$ cat src/rtl/extint_pkg.sv
// Package: shared types and constants for the external interrupt controller.
// Assumes: sense codes are fixed by the neighbouring configuration logic.
package extint_pkg;

    typedef enum logic [1:0] {
        SENSE_LOW  = 2'b00,
        SENSE_ANY  = 2'b01,
        SENSE_FALL = 2'b10,
        SENSE_RISE = 2'b11
    } sense_e;

    localparam int REG_W = 8;

endpackage

$ cat src/rtl/extint_detect.sv
// Module: extint_detect
// Synchronizes one external pin through SYNC_STAGES flops and reports a
// one-cycle event when the selected edge or change appears.
// Assumes: pin_i is asynchronous; mode_i is quasi-static. Any change of
// mode_i suppresses detection for that cycle. The previous-sample register
// follows the synchronized pin every cycle, so a mode switch cannot fake an edge.
module extint_detect
    import extint_pkg::*;
#(
    parameter int SYNC_STAGES = 2
) (
    input  logic   clk,
    input  logic   rst_n,
    input  logic   pin_i,
    input  sense_e mode_i,
    output logic   pin_sync_o,
    output logic   evt_o
);

    logic [SYNC_STAGES-1:0] sync_q;
    logic                   prev_q;
    sense_e                 mode_q;
    logic                   mode_chg;
    logic                   cur;

    assign cur        = sync_q[SYNC_STAGES-1];
    assign pin_sync_o = cur;
    assign mode_chg   = (mode_i != mode_q);

    // Shift the raw pin through the synchronizer chain.
    always_ff @(posedge clk) begin
        if (!rst_n) sync_q <= '0;
        else        sync_q <= {sync_q[SYNC_STAGES-2:0], pin_i};
    end

    // Keep the previous synchronized sample and the last seen mode.
    always_ff @(posedge clk) begin
        if (!rst_n) begin
            prev_q <= 1'b0;
            mode_q <= mode_i;
        end else begin
            prev_q <= cur;
            mode_q <= mode_i;
        end
    end

    // Decide whether this cycle holds an event for the selected mode.
    always_comb begin
        evt_o = 1'b0;
        if (!mode_chg) begin
            unique case (mode_i)
                SENSE_LOW:  evt_o = 1'b0;
                SENSE_ANY:  evt_o = cur ^ prev_q;
                SENSE_FALL: evt_o = prev_q & ~cur;
                SENSE_RISE: evt_o = cur & ~prev_q;
                default:    evt_o = 1'b0;
            endcase
        end
    end

    AST_LEVEL_NO_EVT: assert property (@(posedge clk) disable iff (!rst_n)
        (mode_i == SENSE_LOW) |-> !evt_o);
    AST_RISE_POLARITY: assert property (@(posedge clk) disable iff (!rst_n)
        (evt_o && mode_i == SENSE_RISE) |-> (cur && !$past(cur)));
    AST_FALL_POLARITY: assert property (@(posedge clk) disable iff (!rst_n)
        (evt_o && mode_i == SENSE_FALL) |-> (!cur && $past(cur)));
    AST_MODE_SWITCH_QUIET: assert property (@(posedge clk) disable iff (!rst_n)
        (mode_i != $past(mode_i)) |-> !evt_o);

endmodule

$ cat src/rtl/extint_flags.sv
// Module: extint_flags
// Holds one pending flag per input. Hold-to-zero beats everything; a set
// beats a clear so that no event is lost.
// Assumes: evt_i and clr_i are single-cycle qualified pulses.
module extint_flags #(
    parameter int N_IN = 2
) (
    input  logic            clk,
    input  logic            rst_n,
    input  logic [N_IN-1:0] evt_i,
    input  logic [N_IN-1:0] clr_i,
    input  logic [N_IN-1:0] hold_zero_i,
    output logic [N_IN-1:0] flag_o
);

    for (genvar i = 0; i < N_IN; i++) begin : g_flag
        // Update one flag with priority hold, set, clear.
        always_ff @(posedge clk) begin
            if (!rst_n)              flag_o[i] <= 1'b0;
            else if (hold_zero_i[i]) flag_o[i] <= 1'b0;
            else if (evt_i[i])       flag_o[i] <= 1'b1;
            else if (clr_i[i])       flag_o[i] <= 1'b0;
        end

        AST_SET_WINS: assert property (@(posedge clk) disable iff (!rst_n)
            (evt_i[i] && !hold_zero_i[i]) |=> flag_o[i]);
        AST_HOLD_ZERO: assert property (@(posedge clk) disable iff (!rst_n)
            hold_zero_i[i] |=> !flag_o[i]);
        AST_CLEAR_TAKES: assert property (@(posedge clk) disable iff (!rst_n)
            (clr_i[i] && !evt_i[i]) |=> !flag_o[i]);
    end

endmodule

$ cat src/rtl/extint_ctrl.sv
// Module: extint_ctrl (top)
// Two-input external interrupt controller: synchronize, detect, flag, mask.
// It exposes the flag register on a simple register bus at REG_OFFSET.
// Assumes: the bus read is combinational. A write is a single-cycle bus_we_i.
module extint_ctrl
    import extint_pkg::*;
#(
    parameter int          N_IN        = 2,
    parameter int          ADDR_W      = 12,
    parameter int          SYNC_STAGES = 2,
    parameter logic [11:0] REG_OFFSET  = 12'h028
) (
    input  logic              clk,
    input  logic              rst_n,
    input  logic [N_IN-1:0]   ext_pin_i,
    input  logic [2*N_IN-1:0] sense_mode_i,
    input  logic [N_IN-1:0]   irq_mask_i,
    input  logic              gie_i,
    input  logic [N_IN-1:0]   irq_ack_i,
    input  logic [ADDR_W-1:0] bus_addr_i,
    input  logic              bus_we_i,
    input  logic [REG_W-1:0]  bus_wdata_i,
    output logic [REG_W-1:0]  bus_rdata_o,
    output logic [N_IN-1:0]   irq_req_o
);

    localparam logic [REG_W-1:0] FLAG_MASK = REG_W'((1 << N_IN) - 1);

    logic [N_IN-1:0] pin_sync;
    logic [N_IN-1:0] evt;
    logic [N_IN-1:0] level_mode;
    logic [N_IN-1:0] sw_clr;
    logic [N_IN-1:0] flags;
    logic            hit;

    assign hit = (bus_addr_i == ADDR_W'(REG_OFFSET));

    for (genvar i = 0; i < N_IN; i++) begin : g_in
        sense_e mode;
        assign mode          = sense_e'(sense_mode_i[2*i +: 2]);
        assign level_mode[i] = (mode == SENSE_LOW);

        extint_detect #(.SYNC_STAGES(SYNC_STAGES)) u_det (
            .clk        (clk),
            .rst_n      (rst_n),
            .pin_i      (ext_pin_i[i]),
            .mode_i     (mode),
            .pin_sync_o (pin_sync[i]),
            .evt_o      (evt[i])
        );

        // Form the request from the pin in level mode, else from the flag.
        always_comb begin
            irq_req_o[i] = gie_i & irq_mask_i[i] &
                           (level_mode[i] ? ~pin_sync[i] : flags[i]);
        end

        AST_REQ_GATED: assert property (@(posedge clk) disable iff (!rst_n)
            irq_req_o[i] |-> (gie_i && irq_mask_i[i]));
        AST_LEVEL_REQ: assert property (@(posedge clk) disable iff (!rst_n)
            (level_mode[i] && gie_i && irq_mask_i[i]) |-> (irq_req_o[i] == !pin_sync[i]));
    end

    // Decode software write-one-to-clear for the flag bits only.
    always_comb begin
        sw_clr = '0;
        if (bus_we_i && hit) sw_clr = bus_wdata_i[N_IN-1:0];
    end

    extint_flags #(.N_IN(N_IN)) u_flags (
        .clk         (clk),
        .rst_n       (rst_n),
        .evt_i       (evt),
        .clr_i       (sw_clr | irq_ack_i),
        .hold_zero_i (level_mode),
        .flag_o      (flags)
    );

    // Return the flags at the register offset and zero elsewhere.
    always_comb begin
        bus_rdata_o = '0;
        if (hit) bus_rdata_o[N_IN-1:0] = flags;
    end

    AST_RSVD_ZERO: assert property (@(posedge clk) disable iff (!rst_n)
        (bus_rdata_o & ~FLAG_MASK) == '0);
    AST_MISS_ZERO: assert property (@(posedge clk) disable iff (!rst_n)
        !hit |-> (bus_rdata_o == '0));

endmodule

$ cat config.mk
export PLATFORM = sky130hd
export DESIGN_NAME = extint_ctrl
export DESIGN_NICKNAME = d
export VERILOG_FILES = /design/src/rtl/extint_pkg.sv /design/src/rtl/extint_detect.sv /design/src/rtl/extint_flags.sv /design/src/rtl/extint_ctrl.sv
export SDC_FILE = /design/constraint.sdc
export NUM_CORES = 1
export LEC_CHECK = 0
export BUFFER_PORTS_ARGS = -buffer_cell sky130_fd_sc_hd__buf_4
export CAP_MARGIN = 20
export CORE_MARGIN = 1.5
export CORE_UTILIZATION = 34
export CTS_CLUSTER_DIAMETER = 50
export DETAILED_ROUTE_END_ITERATION = 8
export HOLD_SLACK_MARGIN = 0.12
export PLACE_DENSITY = 0.75
export SLEW_MARGIN = 20
export SYNTH_ARGS = -nofsm -noshare
export SYNTH_HDL_FRONTEND = slang
export SYNTH_SLANG_ARGS = --single-unit
$ cat constraint.sdc
create_clock -name clk -period 1.3 [get_ports clk]
set_clock_uncertainty 0.15 [all_clocks]
set_input_delay 0 -clock clk [delete_from_list [all_inputs] [get_ports clk]]
set_output_delay 0 -clock clk [all_outputs]
set_load 0.02 [all_outputs]
==> results.py, run 1 <==
metrics = {
    "status": {
        "outcome": "complete, but fails checks",
        "violations": "setup timing",
    },
    "min_path": {
        "holdPathEnd": "u_flags.flag_o[0]",
        "hold_path.class": "in2reg",
        "min_from": "bus_addr_i[7]",
        "hold_depth": 5,
    },
    "floorplan": {
        "dieArea_um2": 2012,
        "rows": 14,
        "fp.dieW_um": 44.86,
        "die_h_um": 44.86,
        "core_um2": 1577,
        "io-pin-count": 44,
        "start_util_pct": 37.78,
    },
    "logic_synthesis": {
        "async_flop_share_pct": 0,
        "synth_seq_cells": 12,
        "synth-main-ff-cell": "dfxtp_1",
        "ys_warn_count": 0,
        "ys_seq_area_share_pct": 40.34,
        "synth_cells": 67,
        "syn_area_per_cell_um2": 8.889,
        "synth_edf_count": 0,
        "ys_types": 22,
        "synth_area_um2": 595.6,
    },
    "global_route": {
        "grt_overflow": 0,
        "grt_pass1_vias": 659,
        "antenna_found_initial": 0,
        "grt_max_degree": 10,
        "track_usage_pct": 19.13,
        "grt_pass1_wl_um": 2711,
    },
    "sta": {
        "max_freq_mhz": 712.7,
        "rsz0062_at_grt": "yes",
        "finalHoldViolCount": 0,
        "finalSetupViolCount": 2,
        "fin_ws_ns": -0.1031,
        "fin_hold_ws_ns": 0.1102,
        "slew_viol_final": 0,
        "finalCriticalPeriod_ns": 1.403,
        "fin_crit_sh_pct": 107.9,
    },
    "worst_setup_path": {
        "path_max_fanout": 3,
        "path_cells": "inv_2, ha_2, nor3b_1, a31oi_1, o21ai_1, a22o_1",
        "r2r-start": "g_in[0].u_det.sync_q[1]",
        "r2r_slack_ns": -0.10,
        "r2r-end": "u_flags.flag_o[0]",
        "critPathKind": "reg2reg",
        "cp_slowest_cell": "dfxtp_2",
        "critPathArrivalTime_ns": 1.43,
        "worst_ep_required_time_ns": 1.32,
        "cp-start-kind": "flop",
        "cp-end-kind": "flop",
        "r2r_cells": 6,
        "critPathMaxStageDelay_ns": 0.36,
    },
    "cts": {
        "root_buffer": "clkbuf_4",
        "clk_latency_ns": 0.28,
        "clk_pin_slew_worst_paths_ns": 0.08,
        "cts_num_sinks": 12,
        "h-tree-depth": 1,
        "cts_tree": "yes",
        "cts_buffers": 3,
        "cts_buffer_depth": 2,
    },
    "routing": {
        "routed_wl_um": 1688,
        "dr_wl_met3_um": 114,
        "wl_met1_um": 653,
        "drtIter0Drc": 11,
        "highest_layer": "met4",
        "dr.pass1.iters": 4,
        "avgViaCountPerCell": 4.939,
        "met2WireLength_um": 900,
        "drc": 0,
        "vias": 652,
        "wire_per_inst_um": 12.79,
        "ant_nets": 0,
    },
    "cells_and_area": {
        "final_area_um2": 1033,
        "drive_above_1_share_pct": 43.10,
        "layout.nets": 156,
        "area_growth_pct": 73.53,
        "ff_latch_area_um2": 242.7,
        "finalNonFillerCells": 132,
        "utilization_pct": 65.56,
        "diodes": 0,
        "multi_input_area_um2": 344.1,
        "fillCellCount": 116,
    },
    "placed_design": {
        "dp_cells": 115,
        "dp_hpwl_um": 1091,
        "place.gp.congestion": 0.7366,
        "portBuffers": 31,
        "post_dp_cell_area_um2": 839.6,
    },
    "flow_run": {
        "drv_cap": 0,
    },
    "power_and_ir_drop": {
        "peakVddDrop_v": 0.0005650,
        "p_leak_nw": 0.4739,
        "power.density_nw_per_um2": 777.6,
    },
}
-- worst max-delay path: cells and delay by family (launching register included) --
kind | cells | cell delay (ns)
fa+ha+maj | 1 | 0.15
buf+inv | 1 | 0.04
simple gates | 1 | 0.13
compound gates | 3 | 0.48
flops | 1 | 0.36
-- kinds of logic (layout without fill, tap and decap cells) --
logic type,count (synthesis),after routing,share of synthesized area [%]
compound gates,10,10,11.56
buf+inv,11,55,10.71
other cells,1,6,0.6296
simple gates,29,29,28.36
flops,12,12,40.34
fa+ha+maj,4,4,8.404
-- layout by cell type (no fill, tap or decap), types with 2 or more instances in the layout --
master	count
a211oi_2	2
and2_1	6
and2_2	2
buf_4	34
clkbuf_4	3
conb_1	6
dfxtp_1	10
dfxtp_2	2
dlygate4sd3_1	13
ha_1	2
inv_1	3
inv_2	2
nand2_1	3
nand3_1	3
nor2_1	6
nor3b_1	2
nor4_1	2
nor4bb_1	2
o21ai_0	2
-- cells in the mapped netlist (2+ instances only) --
cell | count | area share [%]
o21ai_0 | 3 | 2.5
ha_1 | 4 | 8.4
a211oi_1 | 2 | 2.5
nand3_1 | 3 | 2.5
nor2_1 | 7 | 4.4
nor4_1 | 2 | 2.1
and2_1 | 6 | 6.3
nor4bb_1 | 2 | 3.4
nor3b_1 | 2 | 2.5
dfxtp_1 | 12 | 40
nand2_1 | 3 | 1.9
and2_2 | 2 | 2.5
inv_1 | 5 | 3.2
buf_4 | 6 | 7.6
-- per-stage QoR --
stage / worst slack, ns / power, mW / setup TNS (ns)
after floorplan: -0.02451 / 0.4568 / -0.04446
after CTS: -0.06137 / 0.7933 / -0.1174
after detailed placement: -0.1508 / 0.5283 / -0.2701
after global routing: -0.1364 / 0.8348 / -0.2720
final: -0.1031 / 0.8037 / -0.1894
after global placement: -0.1127 / 0.5251 / -0.1456
-- sequential cells by signal, summed over array words and instances (netlist names) --
register	cells
g_in.u_det.mode_q	4
g_in.u_det.sync_q	4
u_flags.flag_o	2
g_in.u_det.prev_q	2
-- where the power goes --
part	switching (mW)	internal, mW	total [mW]
Clock	0.130	0.108	0.238
Sequential	0.00987	0.383	0.393
Combinational	0.0693	0.103	0.173
-- routing by layer --
| metal | vias up | global-route usage, % |
|---|---|---|
| met1 | 295 | 20.15 |
| met3 | 4 | 4.400 |
| met4 | 0 | 8.824 |
| met5 | - | 0 |
| li1 | 319 | - |
| met2 | 34 | 35.65 |
-- worst max-delay path by stage --
stage                       startpoint  cells past startpoint                end
6_report       g_in[0].u_det.sync_q[1]                      6  u_flags.flag_o[0]
3_5_place_dp      g_in[1].u_det.prev_q                      6  u_flags.flag_o[1]
5_1_grt        g_in[0].u_det.sync_q[1]                      6  u_flags.flag_o[0]
4_1_cts        g_in[0].u_det.sync_q[1]                      6  u_flags.flag_o[0]
2_1_floorplan     g_in[1].u_det.prev_q                      6  u_flags.flag_o[1]
3_3_place_gp      g_in[1].u_det.prev_q                      6  u_flags.flag_o[1]
-- final cells by class --
type,count,area share (%)
clock buffer,3,2.179
tap,16,1.937
inverter,5,1.816
timing repair buffer,47,37.29
sequential,12,23.49
multi-input combinational,49,33.29
-- what timing repair did --
action,CTS,global route
hold buffers,12,1
endpoints found under the hold margin,12,2
endpoints found under the setup margin,2,3
pin swaps,6,3
gates resized for setup,8,1
gates cloned,0,0
setup buffers,1,0
No activity file was read; power rests on OpenSTA's default activity.
==> run 2, diff against run 1 <==
--- a/config.mk
+++ b/config.mk
@@ -7,7 +7,7 @@
 export LEC_CHECK = 0
 export BUFFER_PORTS_ARGS = -buffer_cell sky130_fd_sc_hd__buf_4
 export CAP_MARGIN = 20
-export CORE_MARGIN = 1.5
+export CORE_MARGIN = 8
 export CORE_UTILIZATION = 34
 export CTS_CLUSTER_DIAMETER = 50
 export DETAILED_ROUTE_END_ITERATION = 8
==> results.py, run 2 (synthesis results as in run 1) <==
metrics = {
    "cts": {
        "cts_tree": "yes",
        "clk_latency_ns": 0.27,
        "cts_buffers": 3,
        "clk_pin_slew_worst_paths_ns": 0.07,
        "cts_num_sinks": 12,
        "h-tree-depth": 1,
        "root_buffer": "clkbuf_4",
        "cts_buffer_depth": 2,
    },
    "worst_setup_path": {
        "cp_slowest_cell": "dfxtp_2",
        "critPathArrivalTime_ns": 1.37,
        "critPathMaxStageDelay_ns": 0.34,
        "path_cells": "inv_2, ha_4, nor3b_2, a31oi_1, o21ai_1, a22o_1",
        "cp-start-kind": "flop",
        "path_max_fanout": 3,
        "critPathKind": "reg2reg",
        "cp-end-kind": "flop",
        "worst_ep_required_time_ns": 1.32,
    },
    "floorplan": {
        "die_h_um": 57.86,
        "core_um2": 1689,
        "rows": 15,
        "fp.dieW_um": 57.86,
        "dieArea_um2": 3347,
        "io-pin-count": 44,
        "start_util_pct": 35.26,
    },
    "routing": {
        "dr.pass1.iters": 4,
        "ant_nets": 0,
        "vias": 655,
        "drtIter0Drc": 7,
        "routed_wl_um": 1808,
        "drc": 0,
        "wire_per_inst_um": 13.59,
        "avgViaCountPerCell": 4.925,
    },
    "cells_and_area": {
        "finalNonFillerCells": 133,
        "ff_latch_area_um2": 244.0,
        "layout_commonest_cell": "buf_4",
        "final_cell_mix": "buf_4 (34), dlygate4sd3_1 (12), dfxtp_1 (9)",
        "utilization_pct": 62.44,
        "drive_above_1_share_pct": 45.69,
        "multi_input_area_um2": 359.1,
        "final_area_um2": 1055,
        "reg_top3": "g_in.u_det.mode_q (4), g_in.u_det.sync_q (4)",
        "diodes": 0,
        "layout.nets": 155,
        "area_growth_pct": 77.10,
        "fillCellCount": 152,
    },
    "global_route": {
        "track_usage_pct": 10.71,
        "antenna_found_initial": 0,
        "grt_overflow": 0,
        "grt_pass1_wl_um": 2787,
        "grt_pass1_vias": 668,
        "grt_max_degree": 10,
    },
    "sta": {
        "slew_viol_final": 0,
        "finalSetupViolCount": 2,
        "max_freq_mhz": 740.7,
        "fin_ws_ns": -0.05007,
        "rsz0062_at_grt": "yes",
        "finalCriticalPeriod_ns": 1.350,
        "fin_hold_ws_ns": 0.1166,
        "finalHoldViolCount": 0,
        "fin_crit_sh_pct": 103.9,
        "fin_tns_setup_ns": -0.09571,
    },
    "placed_design": {
        "dp_hpwl_um": 1234,
        "place.gp.congestion": 0.7350,
        "dp_cells": 115,
        "post-place-ws_ns": -0.1083,
        "portBuffers": 31,
        "post_dp_cell_area_um2": 833.3,
    },
    "status": {
        "outcome": "complete, but fails checks",
        "violations": "setup timing",
    },
    "power_and_ir_drop": {
        "power.density_nw_per_um2": 808.6,
        "peakVddDrop_v": 0.0005211,
        "total_power_uw": 852.9,
        "p_leak_nw": 0.4799,
    },
    "min_path": {
        "hold_path.class": "in2reg",
    },
    "flow_run": {
        "drv_cap": 0,
    },
}
==> run 2: changes by cell type in the layout (fill, tap and decap cells not counted) <==
cell           previous run  this run
clkbuf_8                  0         1
dfxtp_1                  10         9
dfxtp_2                   2         3
dlygate4sd3_1            13        12
ha_2                      1         0
ha_4                      1         2
nor3b_1                   2         1
nor3b_2                   0         1
==> run 2: timing repair <==
| action | CTS | global route |
|---|---|---|
| buffers inserted | 2 | 0 |
| cloned | 0 | 0 |
| hold buffers | 10 | 2 |
| endpoints found under the setup margin | 3 | 4 |
| pin swaps | 7 | 0 |
| resized for setup | 9 | 3 |
| hold endpoints to repair | 12 | 3 |
==> run 2: area by class of cell <==
| type | count | area share (%) |
|---|---|---|
| repair buffers | 46 | 35.59 |
| multi-input cells | 49 | 34.05 |
| flip-flops and latches | 12 | 23.13 |
| clock buffers | 4 | 3.440 |
| well taps | 17 | 2.017 |
| inverters | 5 | 1.779 |
==> run 2: routing by layer <==
metal / global-route usage [%] / wire length [um] / up-vias
met1: 11.03 / 724 / 298
met4: 7.343 / 30 / 0
met3: 4.636 / 188 / 4
met2: 17.20 / 865 / 35
met5: 0 / 0 / -
li1: - / - / 318
==> run 2: final timing paths <==
| kind | cells past startpoint | from | slack, ns | end |
|---|---|---|---|---|
| worst max-delay path | 6 | g_in[0].u_det.sync_q[1] | -0.05 | u_flags.flag_o[0] |
| worst min-delay path | 5 | bus_addr_i[7] | 0.12 | u_flags.flag_o[1] |
| worst max register to register | 6 | g_in[0].u_det.sync_q[1] | -0.05 | u_flags.flag_o[0] |
| worst min register to register | 1 | g_in[0].u_det.sync_q[0] | 0.29 | g_in[0].u_det.sync_q[1] |
==> run 2: critical path, delay by kind of cell, from the launching register on <==
kind	cells	cell delay [ns]
AO/OA/AOI/OAI	3	0.44
adder cells (fa/ha/maj)	1	0.14
buffers and inverters	1	0.04
flip-flops	1	0.34
AND/OR/NAND/NOR	1	0.14
==> run 2: where the power goes <==
part	switching [mW]	internal [mW]	total [mW]
clock	0.119	0.170	0.290
combinational	0.0691	0.101	0.171
sequential	0.00927	0.383	0.393
